### config.mk
export PLATFORM = sky130hd
export DESIGN_NAME = burst_addr_gen
export DESIGN_NICKNAME = d
export VERILOG_FILES = /design/src/rtl/burst_pkg.sv /design/src/rtl/burst_addr_capture.sv /design/src/rtl/burst_beat_counter.sv /design/src/rtl/burst_offset_map.sv /design/src/rtl/burst_addr_gen.sv
export SDC_FILE = /design/constraint.sdc
export NUM_CORES = 1
export LEC_CHECK = 0
export ABC_AREA = 1
export BUFFER_PORTS_ARGS = -buffer_cell sky130_fd_sc_hd__clkbuf_2
export CAP_MARGIN = 10
export CORE_UTILIZATION = 30
export DETAILED_ROUTE_END_ITERATION = 10
export PLACE_DENSITY = 0.63
export SKIP_LAST_GASP = 1
export SYNTH_ARGS = -nofsm -noshare
export SYNTH_HDL_FRONTEND = slang
export SYNTH_SLANG_ARGS = --single-unit
### constraint.sdc
create_clock -name clk -period 2.1 [get_ports clk]
set_input_delay 0.525 -clock clk [delete_from_list [all_inputs] [get_ports clk]]
set_output_delay 0.525 -clock clk [all_outputs]
set_load 0.005 [all_outputs]
### src/rtl/burst_pkg.sv
package burst_pkg;
  typedef enum logic {
    ORDER_LINEAR      = 1'b0,
    ORDER_INTERLEAVED = 1'b1
  } burst_order_e;
endpackage

### src/rtl/burst_addr_capture.sv
module burst_addr_capture #(
  parameter int ADDR_W = 18
) (
  input  logic              clk,
  input  logic              rst_n,
  input  logic              strobe_a,
  input  logic              strobe_b,
  input  logic [ADDR_W-1:0] addr_in,
  output logic              load,
  output logic [ADDR_W-1:0] base
);
  assign load = strobe_a | strobe_b;

  always_ff @(posedge clk) begin
    if (!rst_n) base <= '0;
    else if (load) base <= addr_in;
  end

  // a strobe captures the external address
  p_capture_r2: assert property (@(posedge clk) disable iff (!rst_n)
    (strobe_a || strobe_b) |=> base == $past(addr_in));
  // without a strobe the captured address holds
  p_hold_r6: assert property (@(posedge clk) disable iff (!rst_n)
    !(strobe_a || strobe_b) |=> $stable(base));
endmodule

### src/rtl/burst_beat_counter.sv
module burst_beat_counter #(
  parameter int BEAT_W = 2
) (
  input  logic              clk,
  input  logic              rst_n,
  input  logic              load,
  input  logic              step,
  output logic [BEAT_W-1:0] beat,
  output logic              last
);
  localparam logic [BEAT_W-1:0] LAST_BEAT = {BEAT_W{1'b1}};

  always_ff @(posedge clk) begin
    if (!rst_n) beat <= '0;
    else if (load) beat <= '0;
    else if (step) beat <= beat + 1'b1;
  end

  assign last = (beat == LAST_BEAT);

  // a load restarts at beat zero even with step high
  p_load_first_r7: assert property (@(posedge clk) disable iff (!rst_n)
    load |=> beat == '0);
  // a step without a load moves one beat (wrapping)
  p_step_r3: assert property (@(posedge clk) disable iff (!rst_n)
    (!load && step) |=> beat == $past(beat) + 1'b1);
  // no step, no load holds the beat
  p_idle_r3: assert property (@(posedge clk) disable iff (!rst_n)
    (!load && !step) |=> $stable(beat));
  // the step before the final beat raises last
  p_last_r8: assert property (@(posedge clk) disable iff (!rst_n)
    (!load && step && beat == LAST_BEAT - 1'b1) |=> last);
endmodule

### src/rtl/burst_offset_map.sv
module burst_offset_map
  import burst_pkg::*;
#(
  parameter int BEAT_W = 2
) (
  input  logic [BEAT_W-1:0] start,
  input  logic [BEAT_W-1:0] beat,
  input  burst_order_e      order,
  output logic [BEAT_W-1:0] offset
);
  logic [BEAT_W-1:0] lin_off;
  logic [BEAT_W-1:0] ilv_off;

  assign lin_off = start + beat;

  for (genvar i = 0; i < BEAT_W; i++) begin : g_ilv
    assign ilv_off[i] = start[i] ^ beat[i];
  end

  always_comb begin
    unique case (order)
      ORDER_INTERLEAVED: offset = ilv_off;
      default:           offset = lin_off;
    endcase
  end

  // interleaved beat zero sits on the start offset
  a_ilv_zero_r5: assert final ((beat != '0) || (ilv_off == start));
endmodule

### src/rtl/burst_addr_gen.sv
module burst_addr_gen
  import burst_pkg::*;
#(
  parameter int ADDR_W = 18,
  parameter int BEAT_W = 2
) (
  input  logic              clk,
  input  logic              rst_n,
  input  logic [ADDR_W-1:0] addr_in,
  input  logic              strobe_a,
  input  logic              strobe_b,
  input  logic              advance,
  input  logic              order_sel,
  output logic [ADDR_W-1:0] addr_out,
  output logic              last_beat
);
  localparam int UP_W = ADDR_W - BEAT_W;

  logic              load;
  logic [ADDR_W-1:0] base;
  logic [BEAT_W-1:0] beat;
  logic [BEAT_W-1:0] offset;
  burst_order_e      order;

  assign order = burst_order_e'(order_sel);

  burst_addr_capture #(.ADDR_W(ADDR_W)) u_capture (
    .clk(clk), .rst_n(rst_n), .strobe_a(strobe_a), .strobe_b(strobe_b),
    .addr_in(addr_in), .load(load), .base(base)
  );

  burst_beat_counter #(.BEAT_W(BEAT_W)) u_counter (
    .clk(clk), .rst_n(rst_n), .load(load), .step(advance),
    .beat(beat), .last(last_beat)
  );

  burst_offset_map #(.BEAT_W(BEAT_W)) u_map (
    .start(base[BEAT_W-1:0]), .beat(beat), .order(order), .offset(offset)
  );

  assign addr_out = {base[ADDR_W-1:BEAT_W], offset};

  // the address after a strobe is exactly the captured input
  p_load_addr_r2: assert property (@(posedge clk) disable iff (!rst_n)
    (strobe_a || strobe_b) |=> addr_out == $past(addr_in));
  // the upper bits do not move without a strobe
  p_upper_r6: assert property (@(posedge clk) disable iff (!rst_n)
    !(strobe_a || strobe_b) |=> $stable(addr_out[ADDR_W-1:BEAT_W]));
  // in linear order an advance adds one to the low bits
  p_linear_r4: assert property (@(posedge clk) disable iff (!rst_n)
    (!strobe_a && !strobe_b && advance && !order_sel) |=>
      (order_sel || addr_out[BEAT_W-1:0] == $past(addr_out[BEAT_W-1:0]) + 1'b1));
  // the flag drops whenever a new burst is loaded
  p_flag_clear_r8: assert property (@(posedge clk) disable iff (!rst_n)
    (strobe_a || strobe_b) |=> !last_beat);

  if (UP_W < 1) begin : g_bad_width
    a_width: assert final (1'b0);
  end
endmodule

==> qor.txt, run 1 <==
Post-Synth Simple-Gate Area: 24.4%
average vias per placed instance: 4.42
pwr dens: 689 nW/um2
final worst slack: 0.325 ns
CTS tree: yes
multi-input logic area: 369 um2
Final Cycle Share: 84.5%
DRC: 0
Nets: 170
Rows: 20
Synth Area in Compound Gates: 10.2%
Adder-Cell Fraction of Synth Area: 2.58%
Area Growth Syn to Fin: 12.4%
Max transition margin: 68.4%
initial core utilization: 31.8%
number of global-route vias before repair: 726
Core Area: 3050 um2
Die ar.: 3460 um2
worst vdd ir: 0.475 mV
largest net degree at the start of global routing: 20
CP most frequent cell: inv_1
DRT antenna net count: 0
mux cell area share after synthesis: 0%
Die Wd: 58.9 um
critical path's largest stage delay: 0.39 ns
status: finished, final reports clean
CTS resizes: 0
DR iter-0 viols: 11
Clock Latency Late Sink: 0.29 ns
routed len/inst: 10.1 um
Top FF cell, synth: dfxtp_1
Mapped Cells: 120
root buffer cell: clkbuf_4
crit path buf inv count: 3
number of CTS-inserted buffers: 3
setup TNS: 0 ns
asr flop ratio synth: 0%
syn avg cell area: 8.08 um2
drt total wl: 1900 um
# diodes: 0
CTS max path bufs: 2
CP top delay family: flip-flops
crit end category: primary output
grt total ovfl: 0
RSZ-0062 raised after global routing: no
total track usage: 11.9%
Worst Path Arrival: 1.25 ns
Setup crit start kind: register
share of cells above drive strength 1: 34.3%
H-Tree Depth: 1
Hold-fix buffers, CTS: 0
fill cell count: 342
CP max stage cell: dfxtp_1
yosys warns: 0
Hold Vio Cnt, Final: 0
Slew Viols, Final: 0
buffers inserted by post-CTS timing repair: 0
IO Count: 43
xor/xnor share of the synthesized area: 0.903%
Die Y-Extent: 58.9 um
Crit Path Class: register to primary output
sequential-to-total area share from yosys stat: 41.3%
post-DP HPWL: 1450 um
placer congestion estimate: 0.666
pre-CTS WS: 0.588 ns
via count: 827
Post-synth EDFFs: 0
min cycle time layout: 1.78 ns
Synth cell types: 20
largest family of logic cells by synthesized area: simple AND/OR/NAND/NOR gates
Max Cap Violations: 0
drt first pass iters: 2
#FFs+latches synth: 20
f_max: 563 MHz
final setup fails: 0
Data required, critical path: 1.57 ns
Leakage Power: 0.538 nW
first-pass GRT wire length: 3050 um
syn nets: 146
antenna violations before repair: 0
clock slew at reported path FFs: 0.11 ns
worst-path cell chain: ha_1, inv_1, nor2_1, nand3_1, nand2_1, inv_1, clkbuf_2
Hold Path Class: input port to register
Register Area: 400 um2
Worst Skew: 0.0000132 ns
Tightest Pin Transition: 0.474 ns
post-synthesis cell area: 970 um2
Port-buffer cells: 42
Max FO, Critical Path: 3
CTS Sinks: 20
==> registers in the layout, summed over array words and instances (netlist names) <==
register,flops
u_counter.beat,2
u_capture.base,18
==> routing by layer <==
layer / wire (um) / share of wire [%] / global-route usage, %
met1: 761 / 40 / 12.3
met2: 967 / 51 / 21.6
met3: 154 / 8.1 / 5.27
met4: 14 / 0.74 / 3.06
met5: 0 / 0 / 0
==> placed cells by master, fill, tap and decap left out <==
cell type / netlist / layout
a21oi_1: 1 / 1
clkbuf_2: 1 / 42
clkbuf_4: 1 / 3
clkbuf_8: 0 / 1
dfxtp_1: 20 / 20
ha_1: 2 / 2
inv_1: 5 / 5
nand2_1: 6 / 6
nand2_4: 1 / 1
nand3_1: 2 / 2
nor2_1: 22 / 22
nor2_8: 1 / 1
nor3_1: 18 / 18
o21ai_0: 8 / 8
o21ai_1: 9 / 9
o21ai_2: 1 / 1
xnor2_1: 1 / 1
==> layout make-up <==
| class | instances | area share (%) |
|---|---|---|
| repair buffers | 42 | 19.3 |
| flip-flops and latches | 20 | 36.7 |
| clock buffers | 4 | 3.33 |
| well taps | 44 | 5.05 |
| multi-input cells | 72 | 33.9 |
| inverters | 5 | 1.72 |
==> logic make-up (layout without fill, tap and decap cells) <==
group           after synthesis  count (layout)
compound gates               19              19
simple gates                 50              50
fa+ha+maj                     2               2
buf+inv                      28              51
flops                        20              20
xor+xnor                      1               1
==> report_power, final <==
| group | leakage (nW) | switching [W] | internal, W |
|---|---|---|---|
| Combinational | 0.350 | 0.0000616 | 0.0000533 |
| Sequential | 0.166 | 0.0000143 | 0.000405 |
| Clock | 0.0210 | 0.000111 | 0.000106 |
| Total | 0.538 | 0.000187 | 0.000564 |
==> tightest hold or removal path: stages <==
cell	delay (ns)
clkbuf_2	0.08
o21ai_1	0.06
nor2_1	0.07
==> stage by stage <==
step                      util, %  std cells  instance area [um2]  total power [W]  hold WS, ns
after floorplan                 -        120                  970         0.000524        0.465
after CTS                    35.7        187                 1090         0.000765        0.459
final                        35.7        187                 1090         0.000751        0.467
after detailed placement     34.5        183                 1050         0.000545        0.485
after global routing         35.7        187                 1090         0.000796        0.455
after global placement       34.5        183                 1050         0.000539        0.473
==> cells in the mapped netlist (2+ instances only) <==
| cell type | number | area (um2) |
|---|---|---|
| buf_2 | 2 | 10.0 |
| buf_4 | 17 | 128 |
| dfxtp_1 | 20 | 400 |
| ha_1 | 2 | 25.0 |
| inv_1 | 5 | 18.8 |
| nand2_1 | 6 | 22.5 |
| nand3_1 | 2 | 10.0 |
| nor2_1 | 22 | 82.6 |
| nor3_1 | 18 | 90.1 |
| o21ai_0 | 8 | 40.0 |
| o21ai_1 | 9 | 45.0 |
==> final timing paths <==
path,depth (start not counted),end,start,slack [ns]
min,3,u_capture.base[2],addr_in[2],0.47
min reg2reg,2,u_capture.base[7],u_capture.base[7],0.50
max,7,addr_out[1],u_counter.beat[0],0.32
max reg2reg,3,u_counter.beat[1],u_counter.beat[1],1.18
Note: power is estimated with default switching activity, not from simulation.
==> inputs of run 2 (changes only) <==
--- a/config.mk
+++ b/config.mk
@@ -10,7 +10,7 @@
 export CAP_MARGIN = 10
 export CORE_UTILIZATION = 30
 export DETAILED_ROUTE_END_ITERATION = 10
-export PLACE_DENSITY = 0.63
+export PLACE_DENSITY = 0.65
 export SKIP_LAST_GASP = 1
 export SYNTH_ARGS = -nofsm -noshare
 export SYNTH_HDL_FRONTEND = slang
==> constraint.sdc (replaced) <==
create_clock -name clk -period 1.54 [get_ports clk]
set_input_delay 0.385 -clock clk [delete_from_list [all_inputs] [get_ports clk]]
set_output_delay 0.385 -clock clk [all_outputs]
set_load 0.005 [all_outputs]
==> run 2 against run 1 <==
  * The flow now finishes with violations (negative setup slack)
  * Die area stayed put
  * Sequential share of layout area shrank 1.1 points
  * Clock power rose by 35%
  * Worst setup slack worse by 0.36 ns
  * Critical endpoint unchanged
  * Final cell count increased by 1.6%
  * Wire length rose by 7.3%
  * Power is 37% higher
  * Combinational power increased by 43%
  * Non-clock buffer count increased by 3
  * Clock skew barely moved
  * Register-to-register slack worse by 0.70 ns
  * Critical path depth stayed put
  * Highest routed layer unchanged
==> qor.txt, run 2 (synthesized netlist as in run 1, its figures left out) <==
RSZ-0062 raised after global routing: yes
Hold Vio Cnt, Final: 0 (unchanged)
CTS Sinks: 20 (unchanged)
Biggest register: u_capture.base
Hold EP: u_capture.base[2]
DR iter-0 viols: 39 (+28)
f_max: 636 MHz
clock slew at reported path FFs: 0.11 ns (about the same)
number of CTS-inserted buffers: 3 (unchanged)
met3 Use GR: 2.20% (-3.1 points)
Hold Path Class: input port to register
share of cells above drive strength 1: 39.0% (+4.8 points)
Leakage Power: 0.551 nW (+2.6%)
Worst Skew: 0.0000368 ns (+0.0000236 ns)
Hold Crit Depth: 3 (unchanged)
Largest regs: u_capture.base x18, u_counter.beat x2
crit end category: primary output
Die ar.: 3460 um2 (unchanged)
Final Cycle Share: 102%
first-pass GRT wire length: 3310 um (+8.6%)
max reg flops: 18 (unchanged)
worst vdd ir: 0.258 mV (-46%)
Max FO, Critical Path: 2 (-1)
root buffer cell: clkbuf_4
Worst Path Arrival: 1.19 ns (-0.06 ns)
r2r setup slk: 0.48 ns (-0.70 ns)
CTS max path bufs: 2 (unchanged)
reg2reg end: u_counter.beat[1]
antenna violations before repair: 0 (unchanged)
fill cell count: 338 (-1.2%)
status: finished, violations left
total track usage: 12.7% (+0.82 points)
failing checks: negative setup slack
Max transition margin: 74.6% (+6.2 points)
Hold-fix buffers, CTS: 0 (unchanged)
Die Y-Extent: 58.9 um (unchanged)
drt total wl: 2040 um (+7.3%)
Power Total: 0.00103 W (+37%)
pre-CTS WS: 0.192 ns (-0.396 ns)
Most Used Layer, Global Route: met2
Hold Path Origin: addr_in[2]
Tightest Pin Transition: 0.381 ns (-0.0924 ns)
DRC: 0 (unchanged)
Register Area: 403 um2 (+0.62%)
reg2reg start: u_counter.beat[0]
met1 Track Usage GR: 14.6% (+2.3 points)
initial core utilization: 31.8% (unchanged)
Slew Viols, Final: 0 (unchanged)
Port-buffer cells: 42 (unchanged)
grt total ovfl: 0 (unchanged)
final worst slack: -0.0329 ns (-0.358 ns)
Setup crit start kind: register
commonest non-fill, non-tap cell in the layout: clkbuf_2
placer congestion estimate: 0.599 (-9.9%)
Rows: 20 (unchanged)
drt first pass iters: 3 (+1)
# diodes: 0 (unchanged)
number of global-route vias before repair: 771 (+6.2%)
multi-input logic area: 384 um2 (+4.1%)
Post-Layout Cell Count: 190 (+1.6%)
routed len/inst: 10.7 um (+5.6%)
via count: 827 (unchanged)
average vias per placed instance: 4.35 (-1.6%)
most frequent cells in the layout: clkbuf_2, nor2_1, nor3_1, dfxtp_1, o21ai_1
R2R cell count: 4 (+1)
Data required, critical path: 1.15 ns (-0.42 ns)
largest net degree at the start of global routing: 20 (unchanged)
final setup fails: 1 (+1)
Core Area: 3050 um2 (unchanged)
post-layout util: 37.0% (+1.3 points)
min cycle time layout: 1.57 ns
DRT antenna net count: 0 (unchanged)
M2 GR Usage: 22.9% (+1.3 points)
Area Growth Syn to Fin: 16.5%
CTS tree: yes
Crit Path Class: register to primary output
IO Count: 43 (unchanged)
dpl cells: 185 (+1.1%)
Max Cap Violations: 0 (unchanged)
post-DP HPWL: 1500 um (+3.2%)
Nets: 173 (+1.8%)
Clock Latency Late Sink: 0.29 ns (about the same)
pwr dens: 912 nW/um2 (+32%)
Die Wd: 58.9 um (unchanged)
H-Tree Depth: 1 (unchanged)
[run 2: cell types whose count changed in the layout (fill, tap and decap cells not counted)]
cell     change
inv_1        -1
nor2_1       -1
nor2_2       +1
ha_4         +1
inv_2        +1
dfxtp_2      +2
dfxtp_1      -2
buf_4        +3
ha_1         -1
[run 2: worst max-delay path by stage]
stage | cells after the start | to | startpoint
after floorplan | 6 | addr_out[1] | u_counter.beat[0]
after global placement | 7 | addr_out[1] | u_counter.beat[0]
after detailed placement | 7 | addr_out[1] | u_counter.beat[0]
after CTS | 7 | addr_out[1] | u_counter.beat[0]
after global routing | 7 | addr_out[1] | u_capture.base[0]
final | 7 | addr_out[1] | u_capture.base[0]
[run 2: final cells by class]
class                           instances  share of cell area [%]
Timing Repair Buffer                   45                    20.6
Tap cell                               44                    4.87
Sequential cell                        20                    35.7
Inverter                                5                    1.66
Clock buffer                            4                    3.21
Multi-Input combinational cell         72                    34.0
[run 2: metal layers]
metal / up-vias / share of wire [%]
met5: - / 0
li1: 427 / -
met2: 26 / 53
met1: 372 / 42
met3: 2 / 5.0
met4: 0 / 0.64
[run 2: critical path: stages, from the launching register on]
cell and delay (ns):
dfxtp_2 0.37, ha_4 0.14, inv_2 0.03, nor2_2 0.07, nand3_1 0.07, nand2_1 0.07
inv_1 0.04, clkbuf_2 0.10
[run 2: report_power, final]
group	total (W)	internal (W)	leakage, nW	switching [W]
Sequential	0.000572	0.000553	0.167	0.0000194
Combinational	0.000165	0.0000789	0.363	0.0000860
Clock	0.000294	0.000144	0.0210	0.000150
[run 2: timing repair]
action                     in CTS  in global routing
pin swaps                       4                  4
resized for setup               6                  0
setup endpoints to repair       1                  1
buffers inserted                1                  0
[run 2: metrics by stage]
stage               instance area, um2  TNS, ns  hold slack (ns)
floorplan                          970        0            0.465
global placement                  1070        0            0.475
detailed placement                1070        0            0.483
CTS                               1130  -0.0716            0.324
global route                      1130   -0.111            0.311
finish                            1130  -0.0329            0.332
